**src/rtl/srnd_pkg.sv**
```systemverilog
package srnd_pkg;
    typedef enum logic [1:0] {
        RM_NEAREST = 2'b00,
        RM_ZERO    = 2'b01,
        RM_UP      = 2'b10,
        RM_DOWN    = 2'b11
    } rmode_e;

    typedef struct packed {
        logic lsb;
        logic guard;
        logic round;
        logic sticky;
    } rbits_t;
endpackage

```
**src/rtl/srnd_tap.sv**
```systemverilog
// Splits the wide significand into the kept part and the rounding bits.
module srnd_tap #(
    parameter int FRAC_W = 53,
    parameter int KEEP_W = 24
) (
    input  logic [FRAC_W-1:0] frac_i,
    input  logic              g_i,
    input  logic              r_i,
    input  logic              x_i,
    output logic [KEEP_W-1:0] kept_o,
    output srnd_pkg::rbits_t  bits_o
);
    localparam int GPOS = FRAC_W - KEEP_W - 1;
    localparam int RPOS = GPOS - 1;

    logic low_any;

    generate
        if (RPOS > 0) begin : g_low
            assign low_any = |frac_i[RPOS-1:0];
        end else begin : g_nolow
            assign low_any = 1'b0;
        end
    endgenerate

    always_comb begin
        kept_o        = frac_i[FRAC_W-1 -: KEEP_W];
        bits_o.lsb    = frac_i[GPOS+1];
        bits_o.guard  = frac_i[GPOS];
        bits_o.round  = frac_i[RPOS];
        bits_o.sticky = low_any | g_i | r_i | x_i;
    end
endmodule

```
**src/rtl/srnd_decide.sv**
```systemverilog
// Increment decision per rounding mode.
module srnd_decide (
    input  srnd_pkg::rmode_e mode_i,
    input  logic             sign_i,
    input  srnd_pkg::rbits_t bits_i,
    output logic             inc_o,
    output logic             inexact_o
);
    logic any_lost;

    always_comb begin
        any_lost  = bits_i.guard | bits_i.round | bits_i.sticky;
        inexact_o = any_lost;
        unique case (mode_i)
            srnd_pkg::RM_NEAREST: inc_o = bits_i.guard &
                                          (bits_i.lsb | bits_i.round | bits_i.sticky);
            srnd_pkg::RM_ZERO:    inc_o = 1'b0;
            srnd_pkg::RM_UP:      inc_o = ~sign_i & any_lost;
            srnd_pkg::RM_DOWN:    inc_o = sign_i & any_lost;
            default:              inc_o = 1'b0;
        endcase
    end
endmodule

```
**src/rtl/srnd_apply.sv**
```systemverilog
// Adds the increment and renormalises on carry-out.
module srnd_apply #(
    parameter int KEEP_W = 24,
    parameter int EXP_W  = 13
) (
    input  logic [KEEP_W-1:0]       kept_i,
    input  logic                    inc_i,
    input  logic signed [EXP_W-1:0] exp_i,
    output logic [KEEP_W-1:0]       kept_o,
    output logic signed [EXP_W-1:0] exp_o
);
    logic [KEEP_W:0] sum;

    always_comb begin
        sum = {1'b0, kept_i} + {{KEEP_W{1'b0}}, inc_i};
        if (sum[KEEP_W]) begin
            kept_o = {1'b1, sum[KEEP_W-1:1]};
            exp_o  = exp_i + EXP_W'(1);
        end else begin
            kept_o = sum[KEEP_W-1:0];
            exp_o  = exp_i;
        end
    end
endmodule

```
**src/rtl/sp_frac_rounder.sv**
```systemverilog
module sp_frac_rounder #(
    parameter int FRAC_W = 53,
    parameter int KEEP_W = 24,
    parameter int EXP_W  = 13
) (
    input  logic                    clk,
    input  logic                    rst_n,
    input  logic                    sign_i,
    input  logic signed [EXP_W-1:0] exp_i,
    input  logic [FRAC_W-1:0]       frac_i,
    input  logic                    g_i,
    input  logic                    r_i,
    input  logic                    x_i,
    input  logic [1:0]              mode_i,
    output logic signed [EXP_W-1:0] exp_o,
    output logic [FRAC_W-1:0]       frac_o,
    output logic                    rounded_o,
    output logic                    inexact_o
);
    localparam int DROP_W = FRAC_W - KEEP_W;

    typedef struct packed {
        logic signed [EXP_W-1:0] exp;
        logic [KEEP_W-1:0]       kept;
        logic                    rnd;
        logic                    inx;
    } res_t;

    logic [KEEP_W-1:0]       kept_raw;
    logic [KEEP_W-1:0]       kept_new;
    logic signed [EXP_W-1:0] exp_new;
    srnd_pkg::rbits_t        rbits;
    logic                    inc;
    logic                    inx;
    res_t                    res_d;
    res_t                    res_q;

    srnd_tap #(.FRAC_W(FRAC_W), .KEEP_W(KEEP_W)) u_tap (
        .frac_i (frac_i),
        .g_i    (g_i),
        .r_i    (r_i),
        .x_i    (x_i),
        .kept_o (kept_raw),
        .bits_o (rbits)
    );

    srnd_decide u_decide (
        .mode_i    (srnd_pkg::rmode_e'(mode_i)),
        .sign_i    (sign_i),
        .bits_i    (rbits),
        .inc_o     (inc),
        .inexact_o (inx)
    );

    srnd_apply #(.KEEP_W(KEEP_W), .EXP_W(EXP_W)) u_apply (
        .kept_i (kept_raw),
        .inc_i  (inc),
        .exp_i  (exp_i),
        .kept_o (kept_new),
        .exp_o  (exp_new)
    );

    always_comb begin
        res_d      = '0;
        res_d.exp  = exp_new;
        res_d.kept = kept_new;
        res_d.rnd  = inc;
        res_d.inx  = inx;
    end

    always_ff @(posedge clk or negedge rst_n) begin
        if (!rst_n) res_q <= '0;
        else        res_q <= res_d;
    end

    assign exp_o     = res_q.exp;
    assign frac_o    = {res_q.kept, {DROP_W{1'b0}}};
    assign rounded_o = res_q.rnd;
    assign inexact_o = res_q.inx;
endmodule

```
**config.mk**
```make
export PLATFORM = sky130hd
export DESIGN_NAME = sp_frac_rounder
export DESIGN_NICKNAME = d
export VERILOG_FILES = /design/src/rtl/srnd_pkg.sv /design/src/rtl/srnd_tap.sv /design/src/rtl/srnd_decide.sv /design/src/rtl/srnd_apply.sv /design/src/rtl/sp_frac_rounder.sv
export SDC_FILE = /design/constraint.sdc
export NUM_CORES = 1
export LEC_CHECK = 0
export ABC_AREA = 1
export BUFFER_PORTS_ARGS = -buffer_cell sky130_fd_sc_hd__buf_2
export CORE_AREA = 4 4 99 101
export CTS_BUF_LIST = sky130_fd_sc_hd__clkbuf_4 sky130_fd_sc_hd__clkbuf_8
export DETAILED_ROUTE_END_ITERATION = 7
export DIE_AREA = 0 0 103 105
export GPL_TIMING_DRIVEN = 0
export PLACE_DENSITY = 0.62
export SETUP_SLACK_MARGIN = 0.15
export SLEW_MARGIN = 20
export SYNTH_ARGS = -nofsm -noshare
export SYNTH_HDL_FRONTEND = slang
export SYNTH_SLANG_ARGS = --single-unit
```
**constraint.sdc**
```tcl
create_clock -name clk -period 0.8 [get_ports clk]
set_input_delay 0.08 -clock clk [delete_from_list [all_inputs] [get_ports clk]]
set_output_delay 0.08 -clock clk [all_outputs]
set_load 0.05 [all_outputs]
```
# After elaboration in Yosys (flattened, before gate mapping)

Index checks and enable logic that the tools add are counted.

Flip-flop bits (word level): 39
Input port bits: 74
Output and inout bits: 68
Logic and storage cells: 25

Add/sub/neg operators: 2
Equality and inequality tests: 3
Multiplexer cells: 3
Bitwise operators: 11
Reductions and logical operators: 2

Operator list:

| cell                                                             | count |
|---|---|
| 27-bit OR reduction                                              | 1 |
| 24-bit by 1-bit adder with 25-bit output                         | 1 |
| 24-bit two-way mux                                               | 1 |
| 13-bit by 2-bit adder with 13-bit output (second input constant) | 1 |
| 13-bit two-way mux                                               | 1 |
| 1-bit OR                                                         | 7 |
| 2-bit == test (second input constant)                            | 2 |
| 1-bit one-hot mux with 4 select lines                            | 1 |
| 1-bit AND                                                        | 3 |
| 2-bit by 1-bit == test with 1-bit output (second input constant) | 1 |
| 2-bit logical NOT                                                | 1 |
| 1-bit NOT                                                        | 1 |

# Longest topological paths before layout

Gate-level depths: netlist of the first run.

Depth after elaboration: 9
Mapped depth: 19
Depth with buffers taken out: 19

# Hierarchy

A second synthesis of the first run with hierarchy kept.

Cells, all modules: 405
Area, all modules: 2866.5 um2

By module, submodules not included:

| module          | times used | cells an instance | area an instance (um2) | sequential area each (um2) |
|---|---|---|---|---|
| srnd_apply      | 1          | 247               | 1214.9                 | 0.0 |
| sp_frac_rounder | 1          | 69                | 1197.4                 | 975.9 |
| srnd_tap        | 1          | 75                | 386.6                  | 0.0 |
| srnd_decide     | 1          | 14                | 67.6                   | 0.0 |

# Worst setup path after synthesis of the first run

No wires, ideal clock.

Kind: input-to-reg
Start point: input frac_i[11]
End point: register res_q, in the netlist exp_o[3]
Setup time: 0.116 ns
Arrival: 1.795 ns
Setup slack: -1.111 ns
Stages on the path: 19
Path buffers: 0
Path through: nor2_1 nand2_1 nor2_1 nand3_1 nor2_1 nand3_1 nand2_1 nor2_1 ha_1 ha_1 nand3_2 nor2_4 nand2_1 nor2_4 nand2_4 inv_2 nand2_1 nand2_1 nand2_1

Cells in the longest elaborated chain, start to end: 9
Elaborated cells on any way between the ends: 12

Ends and longest elaborated chain:

| element                                      | RTL line                                                | text |
|---|---|---|
| start, declared                              | sp_frac_rounder.sv:10                                   | `input logic [FRAC_W-1:0] frac_i,` |
| 27-bit OR reduction (*)                      | srnd_tap.sv:20                                          | `assign low_any = \|frac_i[RPOS-1:0];` |
| 1-bit OR (*) (3 in series)                   | srnd_tap.sv:31                                          | `bits_o.sticky = low_any \| g_i \| r_i \| x_i;` |
| 1-bit OR (on tied branches)                  | srnd_decide.sv:12, srnd_decide.sv:16                    |  |
| 1-bit AND (on tied branches)                 | srnd_decide.sv:19, srnd_decide.sv:15, srnd_decide.sv:18 |  |
| 1-bit one-hot mux with 4 select lines (*)    | srnd_decide.sv:14                                       | `unique case (mode_i)` |
| net inc                                      | sp_frac_rounder.sv:33                                   | `logic inc;` |
| 24-bit by 1-bit adder with 25-bit output (*) | srnd_apply.sv:15                                        | `sum = {1'b0, kept_i} + {{KEEP_W{1'b0}}, inc_i};` |
| 13-bit two-way mux (*)                       | srnd_apply.sv:16                                        | `if (sum[KEEP_W]) begin` |
| net exp_new[3]                               | sp_frac_rounder.sv:31                                   | `logic signed [EXP_W-1:0] exp_new;` |
| end signal, assigned                         | sp_frac_rounder.sv:73                                   | `else res_q <= res_d;` |
| end, declared                                | sp_frac_rounder.sv:36                                   | `res_t res_q;` |

Mark *: on every way through the listed nets, which the timed path passes. The rest lies on a longest branch.

# Final worst setup path of the first run

Start point: input frac_i[25]
End point: register res_q, in the netlist frac_o[35]

Cells in the longest elaborated chain, start to end: 9
Elaborated cells on any way between the ends: 12

Ends and longest elaborated chain:

| element                                      | RTL line                                                | text |
|---|---|---|
| 27-bit OR reduction (*)                      | srnd_tap.sv:20                                          |  |
| 1-bit OR (*) (3 in series)                   | srnd_tap.sv:31                                          |  |
| 1-bit OR (on tied branches)                  | srnd_decide.sv:12, srnd_decide.sv:16                    |  |
| 1-bit AND (on tied branches)                 | srnd_decide.sv:19, srnd_decide.sv:15, srnd_decide.sv:18 |  |
| 1-bit one-hot mux with 4 select lines (*)    | srnd_decide.sv:14                                       |  |
| net inc                                      | sp_frac_rounder.sv:33                                   |  |
| 24-bit by 1-bit adder with 25-bit output (*) | srnd_apply.sv:15                                        |  |
| 24-bit two-way mux (*)                       | srnd_apply.sv:16                                        |  |
| net kept_new[6]                              | sp_frac_rounder.sv:30                                   | `logic [KEEP_W-1:0] kept_new;` |

Marks and branches as above.

==> results.txt, run 1 <==
- LEAKAGE: 2.27 nW
- Power density cells: 1240 nW/um^2
- Worst slew pin tran: 0.517 ns
* Highest metal layer with signal wires: met4
* Clock-pin slew of the registers on the worst-case setup and hold paths: 0.07 ns
- Yosys attributes the largest share of cell area to sky130_fd_sc_hd__dfrtp_1 (37%), sky130_fd_sc_hd__nand2_1 (12%), sky130_fd_sc_hd__buf_4 (8.3%).
- The cell family contributing the most delay on the critical path is simple AND/OR/NAND/NOR gates.
* Worst slew margin relative to its limit: 65.5%
* Number of primary I/O pins: 142
- Clock tree root driver cell: sky130_fd_sc_hd__clkbuf_8
- Crit path time final: 1.80 ns
- Synthesized-area fraction occupied by xor and xnor cells: 7.99%
- Die X: 103 microns
- Worst Path Max Fanout: 5
- Sequential elements use 37.1% of the synthesized area.
- Wire segments on met2 add up to 4.53 mm in the final route.
- Highest achievable clock rate: 0.556 GHz
- The final reports fail on negative hold slack, negative setup slack.
* TritonCTS Sinks: 39
- After detailed routing, the number of vias per cell comes to 4.33.
- Summed over all layers, the global routing overflow is 0.
- Across the run, the number of max-cap violations was 0.
- Adder-cell share of the synthesized area: 1.43%
* Compound-gate portion of the synthesized area: 2.85%
* Top-area cell type share of the netlist area: 37.1%
- Worst Setup Path Type: in2reg
- Of the total synthesized cell area, the portion taken by AND, OR, NAND and NOR gates is 33.8%.
* Total buffers and inverters traversed by the critical path: 4
* Count of port buffers added during placement: 112
* Critical-path top delay cell: sky130_fd_sc_hd__a21oi_2
* Yosys cell types: 24
- Finish-stage setup viols: 77
- Post-Route Utilization: 51.3%
* WL/cell: 13.2 microns
- DR vias: 2739
- Kind of launch point of the worst setup path: input pin
* Required @ worst endpoint: 0.98 ns
- Die Outline Area: 10800 sq um
* Final Worst Setup Slack: -0.998 ns
- The detailed router finished its first iteration with 75 violations.
- Routability-driven placement finished with a final weighted congestion of 0.830.
- In the synthesized netlist, the number of instances is 356.
- Number of antenna violations at the first check in global routing: 0
- Wire length of the first global-routing pass: 12.0 mm
- Initial cell density of the core: 29.2%
- The worst setup path is captured at a flip-flop.
- At the worst endpoint, the arrival time is 1.98 ns.
* Post-Place Worst Slack: -1.45 ns
- Standard-cell rows: 35
- GR Util All Layers: 14.0%
- Final hold violation count: 39
- In the synthesized netlist, mux cells make up 0% of the area.
* Wire length the detailed router placed on met1: 2.89 mm
* CTS H-tree lvls: 2
- Summed over all instances, the cell type with the most area after synthesis is sky130_fd_sc_hd__dfrtp_1.
- Hold WS: -0.216 ns
- 0 antenna diodes ended up in the layout.
* Path class of the lowest-slack min-delay path: in2async
- By area, the combinational part of the netlist is dominated by simple AND/OR/NAND/NOR gates.
* YS warnings: 0
- Pins over their slew limit: 0
* Synthesized area divided by synthesized cell count: 7.39 sq um
- Crit-path max cell delay: 0.19 ns
- Post-detailed-route DRC marker count: 0
- The HPWL after detailed placement is 5.96 mm.
- TritonCTS clock tree: done
* Post-synthesis instance area: 2630 sq um
* Die boundary height: 105 microns
- Traced cell by cell, the critical path runs through buf_6 -> inv_1 -> nand2_2 -> nor2_4 -> nand2_2 -> nor2_2 -> nand3_2 -> a21oi_2 -> nor2_4 -> ha_4 -> ha_4 -> nand3_4 -> nor2_4 -> nor3b_4 -> buf_6 -> nand2_8 -> clkbuf_16 -> nand2_2.
- The run finished, with violations left.
- Wires add up to 8.33 mm.
* Overall power after layout: 0.00574 W
- Floorplan Core Area: 9020 sq um
- Fraction of layout instances using a drive strength above 1: 62.1%
- Buffers from clock root to sink, at most: 2
- Post-synthesis sequential element count: 39
- The final layout contains 598 nets.
* Maximum number of pins on one net before global-route repair: 40
- Setup repair after global routing could not meet its margin everywhere.
- Before antenna repair, the detailed router went through 4 iterations.
- Across the VDD grid, the largest voltage drop is 0.000529 V.
- Count of filler cells inserted in the layout: 810
- Number of buffers added by the clock tree synthesis step: 5
* Met3 wire length: 536 microns
- After layout, the worst path uses 225% of the clock period.
* Setup TNS: -39.33 ns
* Via count of the first global-routing pass: 2661
* Antenna viol nets, final: 0
- Area growth, synth to finish: 75.8%
[synthesized netlist by cell type]
master / instances
sky130_fd_sc_hd__nand2_1: 84
sky130_fd_sc_hd__inv_1: 49
sky130_fd_sc_hd__nor2_1: 44
sky130_fd_sc_hd__dfrtp_1: 39
sky130_fd_sc_hd__buf_4: 29
sky130_fd_sc_hd__nand3_1: 22
sky130_fd_sc_hd__xor2_1: 16
sky130_fd_sc_hd__nand2_2: 13
sky130_fd_sc_hd__o21ai_0: 10
sky130_fd_sc_hd__nor3_1: 8
sky130_fd_sc_hd__xnor2_1: 8
sky130_fd_sc_hd__a21oi_1: 5
sky130_fd_sc_hd__nand4_1: 5
sky130_fd_sc_hd__inv_2: 4
sky130_fd_sc_hd__nor2_2: 4
sky130_fd_sc_hd__ha_1: 3
sky130_fd_sc_hd__buf_6: 2
sky130_fd_sc_hd__nand3_2: 2
sky130_fd_sc_hd__nand3b_1: 2
sky130_fd_sc_hd__nor2_4: 2
sky130_fd_sc_hd__nor3_4: 2
sky130_fd_sc_hd__conb_1: 1
sky130_fd_sc_hd__nand2_4: 1
sky130_fd_sc_hd__nor3b_4: 1
[worst max-delay path by stage]
| stage | from | to | slack (ns) | cells past startpoint |
|---|---|---|---|---|
| floorplan | frac_i[14] | exp_o[3] | -0.99 | 19 |
| global placement | frac_i[4] | exp_o[3] | -1.39 | 20 |
| detailed placement | frac_i[4] | exp_o[3] | -1.45 | 20 |
| CTS | frac_i[11] | exp_o[0] | -0.94 | 18 |
| global route | frac_i[25] | frac_o[33] | -1.06 | 18 |
| finish | frac_i[25] | frac_o[35] | -1.0 | 18 |
[registers in the layout (all words and copies together) (netlist names)]
| register | cells |
|---|---|
| frac_o | 24 |
| inexact_o | 1 |
| rounded_o | 1 |
| exp_o | 13 |
[logic make-up after synthesis]
kind of cell | after synthesis
adder cells (fa/ha/maj) | 3
buffers and inverters | 84
AND/OR/NAND/NOR | 190
XOR/XNOR | 24
AO/OA/AOI/OAI | 15
flip-flops | 39
other | 1
[layout by cell type, fill, tap and decap left out, types with 5 or more instances in the layout]
cell type | netlist | layout
sky130_fd_sc_hd__xnor2_1 | 8 | 6
sky130_fd_sc_hd__nor2_4 | 2 | 23
sky130_fd_sc_hd__nor2_1 | 44 | 22
sky130_fd_sc_hd__buf_6 | 2 | 75
sky130_fd_sc_hd__nand3_1 | 22 | 14
sky130_fd_sc_hd__nor2_2 | 4 | 5
sky130_fd_sc_hd__nand3_2 | 2 | 9
sky130_fd_sc_hd__inv_2 | 4 | 18
sky130_fd_sc_hd__clkbuf_8 | 0 | 7
sky130_fd_sc_hd__dfrtp_2 | 0 | 36
sky130_fd_sc_hd__nand2_2 | 13 | 39
sky130_fd_sc_hd__nand4_1 | 5 | 5
sky130_fd_sc_hd__buf_2 | 0 | 44
sky130_fd_sc_hd__buf_4 | 29 | 38
sky130_fd_sc_hd__nand2_1 | 84 | 52
sky130_fd_sc_hd__inv_1 | 49 | 32
sky130_fd_sc_hd__nor3_1 | 8 | 8
sky130_fd_sc_hd__xor2_1 | 16 | 16
sky130_fd_sc_hd__conb_1 | 1 | 29
sky130_fd_sc_hd__nand2_4 | 1 | 6
sky130_fd_sc_hd__o21ai_1 | 0 | 7
[stage by stage]
stage / instances / area (sq um)
floorplan: 384 / 2850
CTS: 626 / 4200
global placement: 607 / 3550
detailed placement: 607 / 3550
finish: 633 / 4620
global route: 633 / 4620
[power by group]
group / internal (W) / switching, W / total (W) / leakage (nW)
logic: 0.000775 / 0.00131 / 0.00208 / 1.80
registers: 0.00210 / 0.0000546 / 0.00216 / 0.417
clock network: 0.000821 / 0.000682 / 0.00150 / 0.0549
total: 0.00370 / 0.00204 / 0.00574 / 2.27
[final cells by class]
| class | instances | area (sq um) | area share, % |
|---|---|---|---|
| Buffer | 31 | 244 | 5.28 |
| Inverter | 53 | 216 | 4.68 |
| Multi-Input combinational cell | 261 | 1730 | 37.4 |
| Clock buffer | 8 | 104 | 2.25 |
| Sequential cell | 39 | 1020 | 22.1 |
| Timing Repair Buffer | 130 | 1170 | 25.3 |
| Tap cell | 111 | 139 | 3.00 |
[layer usage]
metal  GRT usage, %  vias up
met1           16.1     1254
met5              0        -
li1               -     1356
met2           24.6      101
met4           6.11        0
met3           2.60       28
[repair_timing]
item                       in CTS  in global routing
gates resized for setup       127                 98
cloned                          0                  2
pin swaps                      11                 32
setup buffers                  11                  5
hold endpoints to repair       40                 39
setup endpoints to repair      77                114
Power figures use the tool's default switching activity.
==> inputs of run 2 (changes only) <==
--- a/config.mk
+++ b/config.mk
@@ -7,12 +7,12 @@
 export LEC_CHECK = 0
 export ABC_AREA = 1
 export BUFFER_PORTS_ARGS = -buffer_cell sky130_fd_sc_hd__buf_2
-export CORE_AREA = 4 4 99 101
+export CORE_AREA = 4 4 85 118
 export CTS_BUF_LIST = sky130_fd_sc_hd__clkbuf_4 sky130_fd_sc_hd__clkbuf_8
 export DETAILED_ROUTE_END_ITERATION = 7
-export DIE_AREA = 0 0 103 105
+export DIE_AREA = 0 0 89 122
 export GPL_TIMING_DRIVEN = 0
-export PLACE_DENSITY = 0.62
+export PLACE_DENSITY = 0.61
 export SETUP_SLACK_MARGIN = 0.15
 export SLEW_MARGIN = 20
 export SYNTH_ARGS = -nofsm -noshare
==> results.txt, run 2 (same netlist as run 1, synthesis figures left out) <==
* Total buffers and inverters traversed by the critical path: 3 (-1)
- The horizontal die dimension is 89 microns (-14%).
* Antenna viol nets, final: 0 (unchanged)
- The initial antenna violation count was 0 (unchanged).
- Crit path time final: 1.71 ns (-0.0851 ns)
- GR Util All Layers: 14.3% (+0.34 points)
* Most common library cell in the layout ignoring fill and taps: sky130_fd_sc_hd__nand2_1
- Worst slew pin tran: 0.532 ns (+0.0149 ns)
- Final period utilization: 214% (-11 points)
- First element of the critical path: frac_i[2]
- Setup repair after global routing could not meet its margin everywhere.
- Detailed-route vias per instance: 4.32 (about the same)
* Leading cell types in the layout, fill and taps excluded: sky130_fd_sc_hd__nand2_1 (64), sky130_fd_sc_hd__buf_6 (59), sky130_fd_sc_hd__buf_2 (56), sky130_fd_sc_hd__buf_4 (39), sky130_fd_sc_hd__dfrtp_2 (36)
- Hold WS: -0.212 ns (+0.00379 ns)
- LEAKAGE: 2.18 nW (-3.8%)
- The floorplan die height is 122 microns (+16%).
* DR vias: 2715 (-0.88%)
- The register area was 1020 sq um (unchanged).
- The count of inserted antenna diode cells came to 0 (unchanged).
* Max cap viols: 0 (unchanged)
- CP endpoint kind: flip-flop
- Hold bufs inserted after CTS: 1
* Worst Setup Path Type: in2reg
- The count of final hold-check violations is 39 (unchanged).
- TritonCTS clock tree: done
* Most used cell, CP: sky130_fd_sc_hd__nand2_2
- Congestion Overflow GR: 0 (unchanged)
- Total Nets Final: 597 (-0.17%)
* Path class of the lowest-slack min-delay path: in2async
* Power density cells: 1290 nW/um^2 (+3.7%)
- The number of max-slew violations in the final report was 0 (unchanged).
* Number of DRC markers in iteration 0: 60 (-20%)
* Floorplan Core Area: 8980 sq um (-0.49%)
- WL/cell: 12.6 microns (-4.3%)
* Critical-path top delay cell: sky130_fd_sc_hd__a21oi_2
- The maximum buffer depth of the clock tree was 2 (unchanged).
- The number of iterations in the first detailed-routing pass is 4 (unchanged).
- Via count of the first global-routing pass: 2805 (+5.4%)
- The final cell count without fillers came to 628 (-0.79%).
* Placer Congestion: 0.824 (-0.76%)
* Flip-flop count of the largest register, all copies and words added: 24 (unchanged)
- STA classifies the critical path startpoint as an input pin.
- Count of port buffers added during placement: 112 (unchanged)
* Area growth, synth to finish: 66.8%
* Count of filler cells inserted in the layout: 861 (+6.3%)
- The count of pins on the block boundary was 142 (unchanged).
- The clock buffer count from CTS is 5 (unchanged).
- The register clock-pin slew on the reported worst setup and hold paths was 0.08 ns (about the same).
* Worst voltage drop across the vdd grid: 0.000858 V (+62%)
- The number of setup violations in the final report came to 77 (unchanged).
* Crit-path max cell delay: 0.20 ns (about the same)
- Destination of the critical timing path: frac_o[35]
* Post-Route Utilization: 48.9% (-2.4 points)
- The half-perimeter wire length of the detailed placement result is 6.04 mm (+1.3%).
- The total negative slack is -36.53 ns (+2.81 ns).
- The global-route wire length before repair was 12.0 mm (+0.23%).
- CTS H-tree lvls: 2 (unchanged)
- The clock sink total came to 39 (unchanged).
- The critical path required time was 0.98 ns (about the same).
- Critical path's top delay family: simple AND/OR/NAND/NOR gates
- Dpl cells: 603 (-0.66%)
* Total Routed Length: 7.91 mm (-5.0%)
- The die area came to 10900 sq um (+0.40%).
- The post-route worst setup slack is -0.913 ns (+0.0851 ns).
- The starting utilization of the core area is 29.3% (+0.14 points).
- The signal on the critical path passes through buf_2 -> inv_2 -> nand2_2 -> nor2_2 -> nand2_1 -> nor2_1 -> nand3_1 -> a21oi_2 -> nor2_4 -> ha_4 -> ha_4 -> nand3_4 -> nor2_4 -> nor3b_4 -> nand2_2 -> clkbuf_16 -> nand2_2.
- Worst Path Max Fanout: 5 (unchanged)
- Outcome: finished, violations left
- The worst slack at placement came to -1.46 ns (-0.00406 ns).
- Worst slew margin relative to its limit: 64.5% (-0.99 points)
- Critical path depth: 17 (-1)
- The worst path arrival time is 1.90 ns (-0.08 ns).
- Post-detailed-route DRC marker count: 0 (unchanged)
* Violations in the final reports: negative hold slack, negative setup slack
* Maximum number of pins on one net before global-route repair: 40 (unchanged)
* Clock tree root driver cell: sky130_fd_sc_hd__clkbuf_8
- The multi-input combinational cell area came to 1600 sq um (-7.7%).
- The total number of placement rows was 41 (+17%).
- Highest achievable clock rate: 0.584 GHz (+5.0%)
- The fraction of final layout cells with drive strength greater than 1 is 57.6% (-4.5 points).
## run 2: what timing repair did
item                                   4_1_cts  5_1_grt
resized for setup                          126       42
pin swaps                                   21       30
buffers inserted                            11        3
gates cloned                                 1        1
setup endpoints to repair                   77      114
endpoints found under the hold margin       41       39
## run 2: how the worst min path moves through the flow
stage | endpoint | slack, ns | cells past startpoint
2_1_floorplan | exp_o[0] | -0.22 | 0
6_report | frac_o[42] | -0.21 | 1
3_5_place_dp | exp_o[12] | 0.26 | 1
4_1_cts | frac_o[33] | -0.07 | 1
3_3_place_gp | exp_o[10] | 0.24 | 1
5_1_grt | frac_o[42] | -0.17 | 1
## run 2: metal layers
metal,wire (microns),global-route usage (%)
met1,2580,13.8
met2,4320,27.1
met3,888,5.48
met4,119,4.66
met5,0,0
## run 2: metrics by stage
step,cell area [sq um],power [W]
after floorplan,2850,0.00334
after global placement,3550,0.00381
after detailed placement,3550,0.00382
after CTS,4200,0.00563
after global routing,4390,0.00591
final,4390,0.00565
## run 2: cell type report
class | count | share of cell area [%]
buffer | 31 | 5.56
clock buffer | 8 | 2.37
inverter | 53 | 4.88
multi-input combinational | 262 | 36.5
sequential | 39 | 23.3
tap | 107 | 3.05
timing repair buffer | 128 | 24.4
## run 2: power by group
part / internal [W] / switching (W) / total (W)
Combinational: 0.000718 / 0.00126 / 0.00197
Sequential: 0.00210 / 0.0000551 / 0.00216
Clock: 0.000821 / 0.000695 / 0.00152
Total: 0.00364 / 0.00201 / 0.00565
==> inputs of run 3 (changes only) <==
--- a/config.mk
+++ b/config.mk
@@ -7,12 +7,12 @@
 export LEC_CHECK = 0
 export ABC_AREA = 1
 export BUFFER_PORTS_ARGS = -buffer_cell sky130_fd_sc_hd__buf_2
-export CORE_AREA = 4 4 85 118
+export CORE_AREA = 2 2 83 116
 export CTS_BUF_LIST = sky130_fd_sc_hd__clkbuf_4 sky130_fd_sc_hd__clkbuf_8
 export DETAILED_ROUTE_END_ITERATION = 7
-export DIE_AREA = 0 0 89 122
+export DIE_AREA = 0 0 85 118
 export GPL_TIMING_DRIVEN = 0
-export PLACE_DENSITY = 0.61
+export PLACE_DENSITY = 0.63
 export SETUP_SLACK_MARGIN = 0.15
 export SLEW_MARGIN = 20
 export SYNTH_ARGS = -nofsm -noshare
==> constraint.sdc (replaced) <==
create_clock -name clk -period 1.4 [get_ports clk]
set_input_delay 0.14 -clock clk [delete_from_list [all_inputs] [get_ports clk]]
set_output_delay 0.14 -clock clk [all_outputs]
set_load 0.05 [all_outputs]
==> results.txt, run 3 (same netlist as run 1, synthesis figures left out) <==
- The peak supply drop came to 0.000530 V (-38%).
- First element of the critical path: frac_i[1]
* Floorplan Core Area: 8980 sq um (unchanged)
- Post-detailed-route DRC marker count: 0 (unchanged)
- Total Routed Length: 7.73 mm (-2.2%)
- Leading cell types in the layout, fill and taps excluded: sky130_fd_sc_hd__buf_2 (90), sky130_fd_sc_hd__nand2_1 (66), sky130_fd_sc_hd__dfrtp_1 (39), sky130_fd_sc_hd__buf_4 (37), sky130_fd_sc_hd__inv_1 (34)
- Post-Route Utilization: 46.2% (-2.7 points)
- The total number of placement rows came to 41 (unchanged).
- The number of max-slew violations in the final report is 0 (unchanged).
- Clock-pin slew of the registers on the worst-case setup and hold paths: 0.08 ns (about the same)
- Sequence of cells on the critical path: buf_2 -> inv_4 -> nand2_4 -> nor2_4 -> nand2_1 -> nor2_1 -> nand3_1 -> a21oi_2 -> nor2_2 -> ha_2 -> ha_4 -> nand3_4 -> nor2_4 -> nand2_4 -> nor2_4 -> nand2_8 -> buf_12 -> nand2_4 -> o21ai_2
* WL/cell: 12.3 microns (-2.2%)
- The combinational share of power came to 34.5% (-0.5 points).
- The final cell count without fillers is 628 (unchanged).
- Buffers from clock root to sink, at most: 2 (unchanged)
- Final hold violation count: 0 (-100%)
* Max cap viols: 0 (unchanged)
- Unrepaired setup endpoints after global routing: true
* Via count of the first global-routing pass: 2780 (-0.89%)
- Die Outline Area: 10000 sq um (-7.6%)
- Worst Setup Path Type: in2reg
- The worst hold path was traced through 3 stages.
* Crit path time final: 1.89 ns
- The area growth from synthesis to layout is 57.7%.
- The power dissipated by switching net loads is 0.00115 W (-43%).
- Clock tree root driver cell: sky130_fd_sc_hd__clkbuf_8
* GR Util All Layers: 15.2% (+0.84 points)
* Clock network fraction of design power: 26.1% (-0.8 points)
- Wire length of the first global-routing pass: 12.2 mm (+1.0%)
- Of the available clock period, the critical path in the final layout requires 135%.
* HPWL reported at the end of detailed placement: 5.83 mm (-3.5%)
- The clock buffer count from CTS came to 5 (unchanged).
- The count of pins on the block boundary is 142 (unchanged).
- The relative slew slack is 63.9% (-0.67 points).
* Highest achievable clock rate: 0.528 GHz
- The starting utilization of the core area came to 29.3% (unchanged).
* Kind of launch point of the worst setup path: input pin
- Antenna Cells: 0 (unchanged)
- The number of violations reported at the end of detailed-routing iteration 0 came to 79 (+32%).
- The cell count after placement is 603 (unchanged).
* DR vias: 2728 (+0.48%)
- Antenna viol nets, final: 0 (unchanged)
- The number of setup violations in the final report was 37 (-52%).
- The multi-input combinational cell area is 1610 sq um (+0.47%).
- Relative contribution of sequential cells to total power: 39.4% (+1.2 points)
- Die boundary height: 118 microns (-3.3%)
- The post-route worst setup slack is -0.494 ns (+0.418 ns).
- STA classifies the critical path endpoint as a flip-flop.
- Critical path's top delay family: simple AND/OR/NAND/NOR gates
- Placed Instance Area: 3490 sq um (-1.6%)
* Flip-flop count of the largest register, all copies and words added: 24 (unchanged)
* Worst Path Max Fanout: 4 (-1)
- Total Nets Final: 597 (unchanged)
* TritonCTS Sinks: 39 (unchanged)
* CTS H-tree lvls: 2 (unchanged)
- The initial antenna violation count came to 0 (unchanged).
- The finished layout cell area is 4150 sq um (-5.5%).
- TritonCTS clock tree: done
- TritonRoute pass-1 iters: 4 (unchanged)
- The library cell used most frequently in the layout, excluding fill and tap cells, is sky130_fd_sc_hd__buf_2.
* Outcome: finished, violations left
* LEAKAGE: 2.18 nW (about the same)
- Cell-internal power: 0.00191 W (-47%)
- Critical-path top delay cell: sky130_fd_sc_hd__nor2_4
- Total buffers and inverters traversed by the critical path: 3 (unchanged)
- Net Sw Frac: 37.4% (+1.9 points)
- The worst hold path belongs to the class in2reg.
* Worst Hold Path EP: inexact_o
- FF/Latch Area: 976 sq um (-4.4%)
- In this run the most critical hold path is launched from frac_i[27].
* Power density cells: 738 nW/um^2 (-43%)
- Worst endpoint data arrival time: 2.09 ns (+0.19 ns)
- The largest net degree at the start of global routing was 40 (unchanged).
* Detailed-route vias per instance: 4.34 (+0.48%)
- The fraction of final layout cells with drive strength greater than 1 is 49.3% (-8.3 points).
- Die X: 85 microns (-4.5%)
- The checks that failed: negative setup slack.
* Required @ worst endpoint: 1.59 ns (+0.61 ns)
* Placer Congestion: 0.852 (+3.5%)
- The slew of the pin with the lowest slew margin was 0.542 ns (+0.0100 ns).
* Count of port buffers added during placement: 112 (unchanged)
- The total global routing overflow came to 0 (unchanged).
- The count of fill cells added during filler insertion came to 845 (-1.9%).
* Crit-path max cell delay: 0.25 ns (+0.05 ns)
[run 3: routing by layer]
metal  wire (microns)  up-vias  global-route usage [%]
li1                 -     1357                       -
met1             2690     1243                    15.1
met2             4270      113                    28.7
met3              545       15                    3.51
met4              227        0                    7.24
met5                0        -                       0
[run 3: how the worst max path moves through the flow]
stage	depth (start not counted)	slack, ns	to
3_5_place_dp	20	-0.99	exp_o[3]
2_1_floorplan	19	-0.45	exp_o[3]
6_report	19	-0.49	frac_o[29]
3_3_place_gp	20	-0.95	exp_o[3]
5_1_grt	19	-0.60	frac_o[46]
4_1_cts	20	-0.48	exp_o[3]
[run 3: cell type report]
| class | instances | area share [%] |
|---|---|---|
| Multi-Input combinational cell | 262 | 38.7 |
| Sequential cell | 39 | 23.5 |
| Timing Repair Buffer | 128 | 21.1 |
| Inverter | 53 | 5.34 |
| Clock inverter | 1 | 0.121 |
| Buffer | 31 | 5.88 |
| Clock buffer | 7 | 2.02 |
| Tap cell | 107 | 3.23 |
[run 3: repair_timing]
action | CTS | global route
pin swaps | 29 | 27
setup buffers | 10 | 3
gates cloned | 3 | 0
gates resized for setup | 66 | 34
endpoints found under the setup margin | 37 | 62
hold buffers | 1 | 0
hold endpoints to repair | 23 | 0
[run 3: worst min-delay path, cell delays in order]
cell and delay, ns:
sky130_fd_sc_hd__buf_2 0.10, sky130_fd_sc_hd__nor2_1 0.05, sky130_fd_sc_hd__nand2_1 0.05
[run 3: through the flow]
| stage | setup slack (ns) | total power (W) | hold slack, ns | setup TNS (ns) |
|---|---|---|---|---|
| floorplan | -0.455 | 0.00189 | -0.156 | -14.60 |
| global placement | -0.952 | 0.00217 | 0.290 | -32.30 |
| detailed placement | -0.994 | 0.00218 | 0.318 | -33.99 |
| CTS | -0.481 | 0.00306 | 0.0619 | -15.14 |
| global route | -0.596 | 0.00322 | 0.0716 | -19.67 |
| finish | -0.494 | 0.00306 | 0.0759 | -15.44 |
[run 3: power by group through the flow]
| stage | clock (W) | combinational [W] | sequential [W] |
|---|---|---|---|
| finish | 0.000799 | 0.00106 | 0.00121 |
| global route | 0.000880 | 0.00113 | 0.00121 |
| floorplan | 0 | 0.000426 | 0.00147 |
| CTS | 0.000842 | 0.00102 | 0.00121 |
| global placement | 0 | 0.000941 | 0.00123 |
| detailed placement | 0 | 0.000948 | 0.00123 |
